`config.mk`:
```
export PLATFORM = sky130hd
export DESIGN_NAME = ls_agu
export DESIGN_NICKNAME = d
export VERILOG_FILES = /design/src/rtl/ls_agu_pkg.sv /design/src/rtl/ls_agu_decode.sv /design/src/rtl/ls_agu_lanes.sv /design/src/rtl/ls_agu_extend.sv /design/src/rtl/ls_agu.sv
export SDC_FILE = /design/constraint.sdc
export NUM_CORES = 1
export LEC_CHECK = 0
export ABC_CLOCK_PERIOD_IN_PS = 2600
export BUFFER_PORTS_ARGS = -buffer_cell sky130_fd_sc_hd__buf_2
export CAP_MARGIN = 20
export CELL_PAD_IN_SITES_DETAIL_PLACEMENT = 0
export CELL_PAD_IN_SITES_GLOBAL_PLACEMENT = 1
export CORE_UTILIZATION = 39
export DETAILED_ROUTE_END_ITERATION = 12
export GPL_TIMING_DRIVEN = 0
export PLACE_DENSITY = 0.93
export RECOVER_POWER = 50
export SETUP_SLACK_MARGIN = 0.5
export SYNTH_ARGS = -nofsm -noshare
export SYNTH_HDL_FRONTEND = slang
export SYNTH_HIERARCHICAL = 1
export SYNTH_SLANG_ARGS = --single-unit
```
`constraint.sdc`:
```
create_clock -name clk_i -period 2.6 [get_ports clk_i]
set_input_delay 0.65 -clock clk_i [delete_from_list [all_inputs] [get_ports clk_i]]
set_output_delay 0.65 -clock clk_i [all_outputs]
set_load 0.1 [all_outputs]
```
`src/rtl/ls_agu_pkg.sv`:
```
package ls_agu_pkg;
  typedef enum logic [1:0] {
    SZ_BYTE = 2'b00,
    SZ_HALF = 2'b01,
    SZ_WORD = 2'b10
  } size_e;

  typedef enum logic [1:0] {
    HK_NONE  = 2'b00,
    HK_UHALF = 2'b01,
    HK_SBYTE = 2'b10,
    HK_SHALF = 2'b11
  } hkind_e;
endpackage

```
`src/rtl/ls_agu_decode.sv`:
```
module ls_agu_decode
  import ls_agu_pkg::*;
#(
  parameter int unsigned XLEN  = 32,
  parameter int unsigned IMM_W = 12,
  parameter int unsigned NIB_W = 4
) (
  input  logic             cls_i,
  input  logic             pre_i,
  input  logic             up_i,
  input  logic             bi_i,
  input  logic             wb_i,
  input  logic             load_i,
  input  logic             roff_sel_i,
  input  logic [1:0]       kind_i,
  input  logic [XLEN-1:0]  base_i,
  input  logic [XLEN-1:0]  roff_i,
  input  logic [IMM_W-1:0] imm12_i,
  input  logic [NIB_W-1:0] imm_hi_i,
  input  logic [NIB_W-1:0] imm_lo_i,
  output logic [XLEN-1:0]  addr_o,
  output logic [XLEN-1:0]  wbv_o,
  output logic             wb_en_o,
  output size_e            size_o,
  output logic             sgn_o,
  output logic             err_o
);
  logic [XLEN-1:0] off, disp, sum;

  always_comb begin
    if (cls_i) off = bi_i ? XLEN'({imm_hi_i, imm_lo_i}) : roff_i;
    else       off = roff_sel_i ? roff_i : XLEN'(imm12_i);
  end

  // sign applied to offset, then a single unconditional add
  assign disp   = up_i ? off : (~off + XLEN'(1));
  assign sum    = base_i + disp;
  assign addr_o = pre_i ? sum : base_i;
  assign wbv_o  = sum;

  assign err_o   = cls_i && ((kind_i == HK_NONE) || (!load_i && kind_i[1]));
  assign wb_en_o = !err_o && (!pre_i || wb_i);
  assign sgn_o   = cls_i && kind_i[1];

  always_comb begin
    if (cls_i) size_o = (kind_i == HK_SBYTE) ? SZ_BYTE : SZ_HALF;
    else       size_o = bi_i ? SZ_BYTE : SZ_WORD;
  end
endmodule

```
`src/rtl/ls_agu_lanes.sv`:
```
module ls_agu_lanes
  import ls_agu_pkg::*;
#(
  parameter int unsigned XLEN = 32,
  localparam int unsigned NB  = XLEN / 8,
  localparam int unsigned LB  = $clog2(NB)
) (
  input  logic            en_i,
  input  size_e           size_i,
  input  logic [LB-1:0]   addr_lo_i,
  input  logic [XLEN-1:0] wdata_i,
  output logic [NB-1:0]   be_o,
  output logic [XLEN-1:0] wdata_o
);
  logic [NB-1:0] be_raw;

  for (genvar i = 0; i < NB; i++) begin : g_lane
    localparam int unsigned LANE = i;
    assign be_raw[i] = (size_i == SZ_BYTE) ? (addr_lo_i == LANE[LB-1:0]) :
                       (size_i == SZ_HALF) ? (addr_lo_i[LB-1:1] == LANE[LB-1:1]) :
                                             1'b1;
    assign wdata_o[8*i +: 8] = (size_i == SZ_BYTE) ? wdata_i[7:0] :
                               (size_i == SZ_HALF) ? wdata_i[8*(i%2) +: 8] :
                                                     wdata_i[8*i +: 8];
  end

  assign be_o = en_i ? be_raw : '0;
endmodule

```
`src/rtl/ls_agu_extend.sv`:
```
module ls_agu_extend
  import ls_agu_pkg::*;
#(
  parameter int unsigned XLEN = 32,
  localparam int unsigned NB  = XLEN / 8,
  localparam int unsigned LB  = $clog2(NB)
) (
  input  size_e           size_i,
  input  logic            sgn_i,
  input  logic [LB-1:0]   addr_lo_i,
  input  logic [XLEN-1:0] rdata_i,
  output logic [XLEN-1:0] ldata_o
);
  logic [XLEN-1:0] b_sh, h_sh;

  assign b_sh = rdata_i >> {addr_lo_i, 3'b000};
  assign h_sh = rdata_i >> {addr_lo_i[LB-1:1], 4'b0000};

  always_comb begin
    case (size_i)
      SZ_BYTE: ldata_o = sgn_i ? {{(XLEN-8){b_sh[7]}}, b_sh[7:0]}
                               : {{(XLEN-8){1'b0}}, b_sh[7:0]};
      SZ_HALF: ldata_o = sgn_i ? {{(XLEN-16){h_sh[15]}}, h_sh[15:0]}
                               : {{(XLEN-16){1'b0}}, h_sh[15:0]};
      default: ldata_o = rdata_i;
    endcase
  end
endmodule

```
`src/rtl/ls_agu.sv`:
```
module ls_agu
  import ls_agu_pkg::*;
#(
  parameter int unsigned XLEN  = 32,
  parameter int unsigned IMM_W = 12,
  parameter int unsigned NIB_W = 4,
  localparam int unsigned NB   = XLEN / 8,
  localparam int unsigned LB   = $clog2(NB)
) (
  input  logic             clk_i,
  input  logic             rst_ni,
  input  logic             req_i,
  input  logic             cls_i,
  input  logic             pre_i,
  input  logic             up_i,
  input  logic             bi_i,
  input  logic             wb_i,
  input  logic             load_i,
  input  logic             roff_sel_i,
  input  logic [1:0]       kind_i,
  input  logic [XLEN-1:0]  base_i,
  input  logic [XLEN-1:0]  roff_i,
  input  logic [IMM_W-1:0] imm12_i,
  input  logic [NIB_W-1:0] imm_hi_i,
  input  logic [NIB_W-1:0] imm_lo_i,
  input  logic [XLEN-1:0]  wdata_i,
  input  logic [XLEN-1:0]  rdata_i,
  output logic             vld_o,
  output logic [XLEN-1:0]  addr_o,
  output logic             wb_en_o,
  output logic [XLEN-1:0]  wb_val_o,
  output logic [1:0]       size_o,
  output logic             load_o,
  output logic             err_o,
  output logic [NB-1:0]    be_o,
  output logic [XLEN-1:0]  wdata_o,
  output logic [XLEN-1:0]  ldata_o
);
  logic [XLEN-1:0] d_addr, d_wbv;
  logic            d_wb_en, d_sgn, d_err;
  size_e           d_size;

  logic            vld_q, wb_en_q, sgn_q, err_q, ld_q;
  logic [XLEN-1:0] addr_q, wbv_q, wdata_q;
  size_e           size_q;

  ls_agu_decode #(.XLEN(XLEN), .IMM_W(IMM_W), .NIB_W(NIB_W)) u_dec (
    .cls_i, .pre_i, .up_i, .bi_i, .wb_i, .load_i, .roff_sel_i, .kind_i,
    .base_i, .roff_i, .imm12_i, .imm_hi_i, .imm_lo_i,
    .addr_o(d_addr), .wbv_o(d_wbv), .wb_en_o(d_wb_en),
    .size_o(d_size), .sgn_o(d_sgn), .err_o(d_err)
  );

  always_ff @(posedge clk_i or negedge rst_ni) begin
    if (!rst_ni) begin
      vld_q   <= 1'b0;
      wb_en_q <= 1'b0;
      sgn_q   <= 1'b0;
      err_q   <= 1'b0;
      ld_q    <= 1'b0;
      addr_q  <= '0;
      wbv_q   <= '0;
      wdata_q <= '0;
      size_q  <= SZ_WORD;
    end else begin
      vld_q <= req_i;
      if (req_i) begin
        wb_en_q <= d_wb_en;
        sgn_q   <= d_sgn;
        err_q   <= d_err;
        ld_q    <= load_i;
        addr_q  <= d_addr;
        wbv_q   <= d_wbv;
        wdata_q <= wdata_i;
        size_q  <= d_size;
      end
    end
  end

  ls_agu_lanes #(.XLEN(XLEN)) u_lanes (
    .en_i     (vld_q && !err_q),
    .size_i   (size_q),
    .addr_lo_i(addr_q[LB-1:0]),
    .wdata_i  (wdata_q),
    .be_o     (be_o),
    .wdata_o  (wdata_o)
  );

  ls_agu_extend #(.XLEN(XLEN)) u_ext (
    .size_i   (size_q),
    .sgn_i    (sgn_q),
    .addr_lo_i(addr_q[LB-1:0]),
    .rdata_i  (rdata_i),
    .ldata_o  (ldata_o)
  );

  assign vld_o    = vld_q;
  assign addr_o   = addr_q;
  assign wb_en_o  = vld_q && wb_en_q;
  assign wb_val_o = wbv_q;
  assign size_o   = size_q;
  assign load_o   = ld_q;
  assign err_o    = vld_q && err_q;

  assert_post_wb_R1: assert property (@(posedge clk_i) disable iff (!rst_ni)
    req_i && !cls_i && !pre_i |=> wb_en_o && (addr_o == $past(base_i)));

  assert_pre_nowb_R2: assert property (@(posedge clk_i) disable iff (!rst_ni)
    req_i && pre_i && !wb_i |=> !wb_en_o);

  assert_byte_onehot_R6: assert property (@(posedge clk_i) disable iff (!rst_ni)
    vld_o && !err_o && (size_o == SZ_BYTE) |-> $countones(be_o) == 1);

  assert_half_zext_R8: assert property (@(posedge clk_i) disable iff (!rst_ni)
    vld_o && load_o && !err_o && (size_o == SZ_HALF) && !sgn_q |-> ldata_o[XLEN-1:16] == '0);

  assert_illegal_R9: assert property (@(posedge clk_i) disable iff (!rst_ni)
    req_i && cls_i && !load_i && kind_i[1] |=> err_o && (be_o == '0) && !wb_en_o);

  assert_idle_R10: assert property (@(posedge clk_i) disable iff (!rst_ni)
    !req_i |=> !vld_o && (be_o == '0) && !wb_en_o);
endmodule

```
==> results.cfg, run 1 <==
[status]
status = finished, violations left
violations = negative setup slack

[synthesis]
synth_warnings = 6
ys_top_cells_by_area = dfrtp_1 (29%), mux2_4 (14%), mux2_2 (8.5%)
synth.distinct_cells = 77
synth_common_cells = dfrtp_1 (102), mux2_4 (82), mux2_2 (67)
syn_area_um2 = 8890
async_reset_ff_share_pct = 100
seq_area_frac_synth_pct = 29.0
synthFlopType = dfrtp_1
synth-seq-cells = 103
yosys.area.top_type_share_pct = 28.7
synth_edf_count = 0
yosys.area.top_type = dfrtp_1
yosysMostFrequentCell = dfrtp_1
synth.net_count = 1062
synth_area_per_cell_um2 = 10.3
syn-instance-count = 862

[critical_path]
reg2reg_depth = 4
critPathMaxFanout = 8
crit_type = in2reg
cp-end-kind = flip-flop
crit_required_ns = 2.84
startpoint_type = input port
cp.arrival_ns = 4.88

[die]
initial_utilization_pct = 40.2
ios = 298
die_w_um = 153
fp-row-count = 54
die-area_um2 = 23400
core_area_um2 = 22100
die_h_um = 153

[detailed_routing]
postRouteAntennaNets = 0
drt_iter0_drc = 727
wl_mm = 37.0
wl_per_cell_um = 23.3
avgViaCountPerCell = 5.81
drt-pass1-iter-count = 5
num_vias = 9242
drc = 0

[power]
ir_drop_mv = 0.945
switching_share_pct = 54.7
leakage_nw = 7.04
cellPowerDensity_nw_per_um2 = 875
internal-power_mw = 6.01
power_frac_comb_pct = 71.5
power_frac_seq_pct = 17.6
clkPwrFrac_pct = 10.9
power_switching_mw = 7.26

[finish]
drive_gt1_share_pct = 67.2
fin_area_um2 = 15200
nets = 1501
syn_to_final_growth_pct = 70.6

[sta]
hold_violations = 0
setup_viol = 111
rsz0062_at_grt = yes
hold_slack_ns = 0.429
drv_slew = 0
setup_slack_ns = -2.04
fin_crit_ns = 4.64
fmax_mhz = 215
min_period_over_period_pct = 178
finalClockSkew_ns = 0
relSlewSlack_pct = 35.6
worstMarginPinSlew_ns = 0.966

[global_route]
grt-ovfl-total = 0
grt_use_total_pct = 28.8
grt_pass1_vias = 9290
grt_max_degree = 68
antenna_found_initial = 5
grt_pass1_wl_mm = 52.4

[clocking]
clock_path_buffers = 2
clk_latency_ns = 0.36
htreeDepth = 3
numCtsBuffers = 9
clkSinkCount = 103
cts_tree = yes
cts-root-buf = clkbuf_16
cts-hold-fix-buffers = 0
clkTransAtPathRegs_ns = 0.07

[placed_design]
pre_cts_slack_ns = -2.62
portBuffers = 293
gp_congestion = 0.908
dpl-instance-area_um2 = 11500
hpwl_mm = 23.1

[min_path]
hp-class = in2async

[run]
cap_violations = 0
==> final timing paths <==
check                      slack (ns)          to       start
setup / recovery                -2.04  addr_o[28]  roff_sel_i
max in group asynchronous        0.49   addr_o[1]      rst_ni
hold / removal                   0.43  addr_o[25]      rst_ni
hold reg to reg                  0.51  addr_o[30]  addr_o[30]
min in group clk_i               0.46       vld_o       req_i
setup reg to reg                 1.43   size_o[1]   size_o[1]
==> cell families (layout without fill, tap and decap cells) <==
logic type | count (synthesis) | in the layout | synth area share (%)
AOI/OAI and AO/OA | 215 | 215 | 16.8
buffers and inverters | 77 | 521 | 5.40
xor gates and xnor gates | 43 | 43 | 4.24
DFF | 103 | 103 | 29.0
and+or+nand+nor | 187 | 187 | 10.9
adders and majority gates | 40 | 40 | 5.71
other | 0 | 4 | 0
muxes | 197 | 197 | 27.9
==> routing by layer <==
metal / wire length [um] / vias to the layer above / GRT usage (%)
li1: - / 4080 / -
met1: 13900 / 4507 / 32.8
met2: 18500 / 491 / 50.9
met3: 2240 / 162 / 4.91
met4: 2370 / 2 / 16.7
met5: 8 / - / 0
==> through the flow <==
step	cells	power (mW)	setup TNS [ns]	util, %
3_5_place_dp	1436	9.86	-110.31	52.3
6_report	1590	13.3	-80.81	68.6
2_1_floorplan	862	8.59	-72.24	-
4_1_cts	1544	12.6	-67.61	64.9
3_3_place_gp	1435	9.80	-145.40	52.1
5_1_grt	1589	13.6	-90.00	68.6
==> repair_timing <==
action | in CTS | in global routing
pin swaps | 77 | 64
endpoints found under the hold margin | 0 | 0
gates cloned | 2 | 1
buffers inserted | 90 | 41
setup endpoints to repair | 123 | 123
gates resized for setup | 420 | 113
==> power by group through the flow <==
stage	sequential, mW	combinational (mW)	clock (mW)
finish	2.33	9.49	1.44
global route	2.37	9.73	1.53
CTS	2.31	8.83	1.47
detailed placement	2.33	7.53	0
global placement	2.33	7.47	0
floorplan	4.83	3.77	0
==> critical path: stages <==
cell and delay (ns):
buf_12 0.11, buf_12 0.14, buf_4 0.13, mux2i_2 0.14, mux2i_2 0.25, nor4_4 0.09, and2_4 0.19, and3_4 0.20
a21oi_1 0.24, o22ai_1 0.14, a31oi_1 0.38, ha_2 0.41, buf_4 0.16, buf_4 0.14, a21oi_4 0.19, o221ai_2 0.15
a41oi_4 0.32, o41ai_2 0.12, xor2_1 0.19, mux2_4 0.27, mux2_4 0.25
==> cells in the final DEF, fill, tap and decap left out, types with 9 or more instances in the layout <==
cell and n:
a21o_1 24, a21oi_1 29, a21oi_2 22, a21oi_4 14, buf_12 78, buf_2 233, buf_4 89, buf_6 52
clkbuf_1 11, clkbuf_16 10, dfrtp_1 98, ha_1 26, inv_1 19, mux2_2 34, mux2_4 115, mux2i_1 29
mux2i_2 12, nand2_1 51, nand2_2 10, nor2_1 33, o21ai_4 27, xnor2_1 14, xnor2_2 9, xor2_1 14
==> registers in the layout (all words and copies together) (netlist names) <==
signal / count
wb_en_q: 1
addr_o: 32
load_o: 1
vld_o: 1
err_q: 1
wb_val_o: 32
size_o: 2
wdata_q: 32
sgn_q: 1
==> layout make-up <==
class	count	area [um^2]
diodes	4	10.0
inverters	23	96.3
repair buffers	427	3670
repair inverters	1	6.26
clock buffers	11	243
clock inverters	5	63.8
plain buffers	54	564
fillers	1485	6930
flip-flops and latches	103	2590
well taps	280	350
multi-input cells	682	7570
Power figures use the tool's default switching activity.
==> run 2: changes to the inputs <==
--- a/config.mk
+++ b/config.mk
@@ -13,6 +13,8 @@
 export CORE_UTILIZATION = 39
 export DETAILED_ROUTE_END_ITERATION = 12
 export GPL_TIMING_DRIVEN = 0
+export HOLD_SLACK_MARGIN = 0.02
+export MAX_ROUTING_LAYER = met4
 export PLACE_DENSITY = 0.93
 export RECOVER_POWER = 50
 export SETUP_SLACK_MARGIN = 0.5
==> run 2 against run 1 <==
The run still ends with negative setup slack left. Sequential share of layout area is 0.15 points lower. Worst hold slack better by 0.012 ns. Sequential power hardly changed. First-iteration DRC count is 19% lower. Total power is 0.29% lower. Wire length is 0.66% lower. Final area is 0.91% higher. Clock-buffer cell count stayed put. Utilization is 0.62 points higher. Non-clock buffer count is 2 higher. Clock skew stayed put. Register-to-register slack better by 0.04 ns. Largest cell class unchanged.
==> results.cfg, run 2 (synthesis results as in run 1) <==
[detailed_routing]
postRouteAntennaNets = 0
drt_iter0_drc = 589
num_vias = 9175
drt-pass1-iter-count = 7
wl_per_cell_um = 23.1
avgViaCountPerCell = 5.77
drc = 0
wl_mm = 36.8

[global_route]
grt_pass1_wl_mm = 52.6
grt-ovfl-total = 0
grt_max_degree = 67
grt_use_total_pct = 29.9
antenna_found_initial = 4
grt_pass1_vias = 9471

[finish]
layout_commonest_cell = buf_2
nets = 1502
final_cell_mix = buf_2 (232), mux2_4 (109), dfrtp_1 (98)
ff_latch_area_um2 = 2590
syn_to_final_growth_pct = 72.1
final_util_pct = 69.3
n_fill_cell = 1481
fin_area_um2 = 15300
multi_input_area_um2 = 7680
drive_gt1_share_pct = 67.6

[sta]
hold_violations = 0
min_period_over_period_pct = 174
drv_slew = 0
rsz0062_at_grt = yes
setup_viol = 90
fin_crit_ns = 4.51
relSlewSlack_pct = 33.8
worstMarginPinSlew_ns = 0.993
setup_slack_ns = -1.91
finalClockSkew_ns = 0
fmax_mhz = 222

[clocking]
numCtsBuffers = 9
clock_path_buffers = 2
cts_tree = yes
cts-root-buf = clkbuf_16
cts-hold-fix-buffers = 0
clkTransAtPathRegs_ns = 0.07
htreeDepth = 3
clkSinkCount = 103
clk_latency_ns = 0.35

[die]
die-area_um2 = 23400
ios = 298
core_area_um2 = 22100
fp-row-count = 54
initial_utilization_pct = 40.2
die_w_um = 153
die_h_um = 153

[critical_path]
crit_required_ns = 2.84
rrSetupSlack_ns = 1.47
critPathMaxFanout = 7
cp.arrival_ns = 4.76
cp-end-kind = flip-flop
r2r_end = size_o[0]
r2r_start = size_o[0]
startpoint_type = input port
reg2reg_depth = 3
crit_type = in2reg

[placed_design]
portBuffers = 293
hpwl_mm = 23.3
pre_cts_slack_ns = -2.60
gp_congestion = 0.919
dpl-instance-area_um2 = 11500

[status]
status = finished, violations left
violations = negative setup slack

[min_path]
hp-class = in2async

[run]
cap_violations = 0

[power]
cellPowerDensity_nw_per_um2 = 864
leakage_nw = 7.02
ir_drop_mv = 0.866
[run 2: through the flow]
| step | power, mW | setup TNS, ns | cells | hold WS, ns |
|---|---|---|---|---|
| floorplan | 8.59 | -72.24 | 862 | 0.354 |
| global placement | 9.80 | -145.98 | 1435 | 0.484 |
| detailed placement | 9.86 | -111.18 | 1436 | 0.490 |
| CTS | 12.7 | -69.10 | 1554 | 0.279 |
| global route | 13.6 | -88.58 | 1591 | 0.451 |
| finish | 13.2 | -81.90 | 1591 | 0.440 |
[run 2: final cells by class]
class / count / share of cell area, %
antenna: 4 / 0.0654
clock buffer: 11 / 1.52
buffer: 54 / 3.70
tap: 280 / 2.29
inverter: 23 / 0.597
timing repair buffer: 429 / 24.3
clock inverter: 5 / 0.384
multi-input combinational: 682 / 50.2
sequential: 103 / 17.0
[run 2: critical path: stages]
cell and delay, ns:
buf_12 0.08, buf_12 0.13, mux2i_1 0.23, mux2i_2 0.13
nor4_4 0.46, and4_4 0.34, a21boi_4 0.26, nor2_4 0.08
buf_12 0.15, xnor2_4 0.20, ha_4 0.25, a21oi_4 0.17
o21bai_1 0.12, a21oi_2 0.19, o211ai_1 0.10, a211o_1 0.32
a41oi_2 0.22, xnor2_1 0.13, mux2_4 0.27, mux2_4 0.26
[run 2: how the worst max path moves through the flow]
stage | from | to | slack (ns) | depth (start not counted)
floorplan | roff_sel_i | addr_o[28] | -1.76 | 20
global placement | cls_i | addr_o[28] | -2.60 | 19
detailed placement | cls_i | addr_o[28] | -2.60 | 18
CTS | roff_sel_i | addr_o[28] | -1.67 | 19
global route | roff_sel_i | addr_o[25] | -2.02 | 20
finish | roff_sel_i | addr_o[25] | -1.91 | 20
[run 2: metal layers]
| metal | share of wire, % | up-vias | track usage [%] |
|---|---|---|---|
| met5 | 0 | - | - |
| met2 | 50 | 482 | 51.6 |
| li1 | - | 4073 | - |
| met3 | 5.8 | 142 | 4.37 |
| met4 | 6.3 | 0 | 16.8 |
| met1 | 38 | 4478 | 33.1 |
[run 2: timing repair]
| item | CTS | global route |
|---|---|---|
| pin swaps | 70 | 41 |
| endpoints found under the setup margin | 123 | 124 |
| setup buffers | 100 | 32 |
| cloned | 2 | 1 |
| resized for setup | 445 | 112 |
[run 2: report_power, final]
group / switching, mW / internal (mW) / leakage [nW]
logic: 6.27 / 3.23 / 5.68
registers: 0.325 / 2.01 / 1.20
clock network: 0.640 / 0.751 / 0.136
total: 7.23 / 5.99 / 7.02
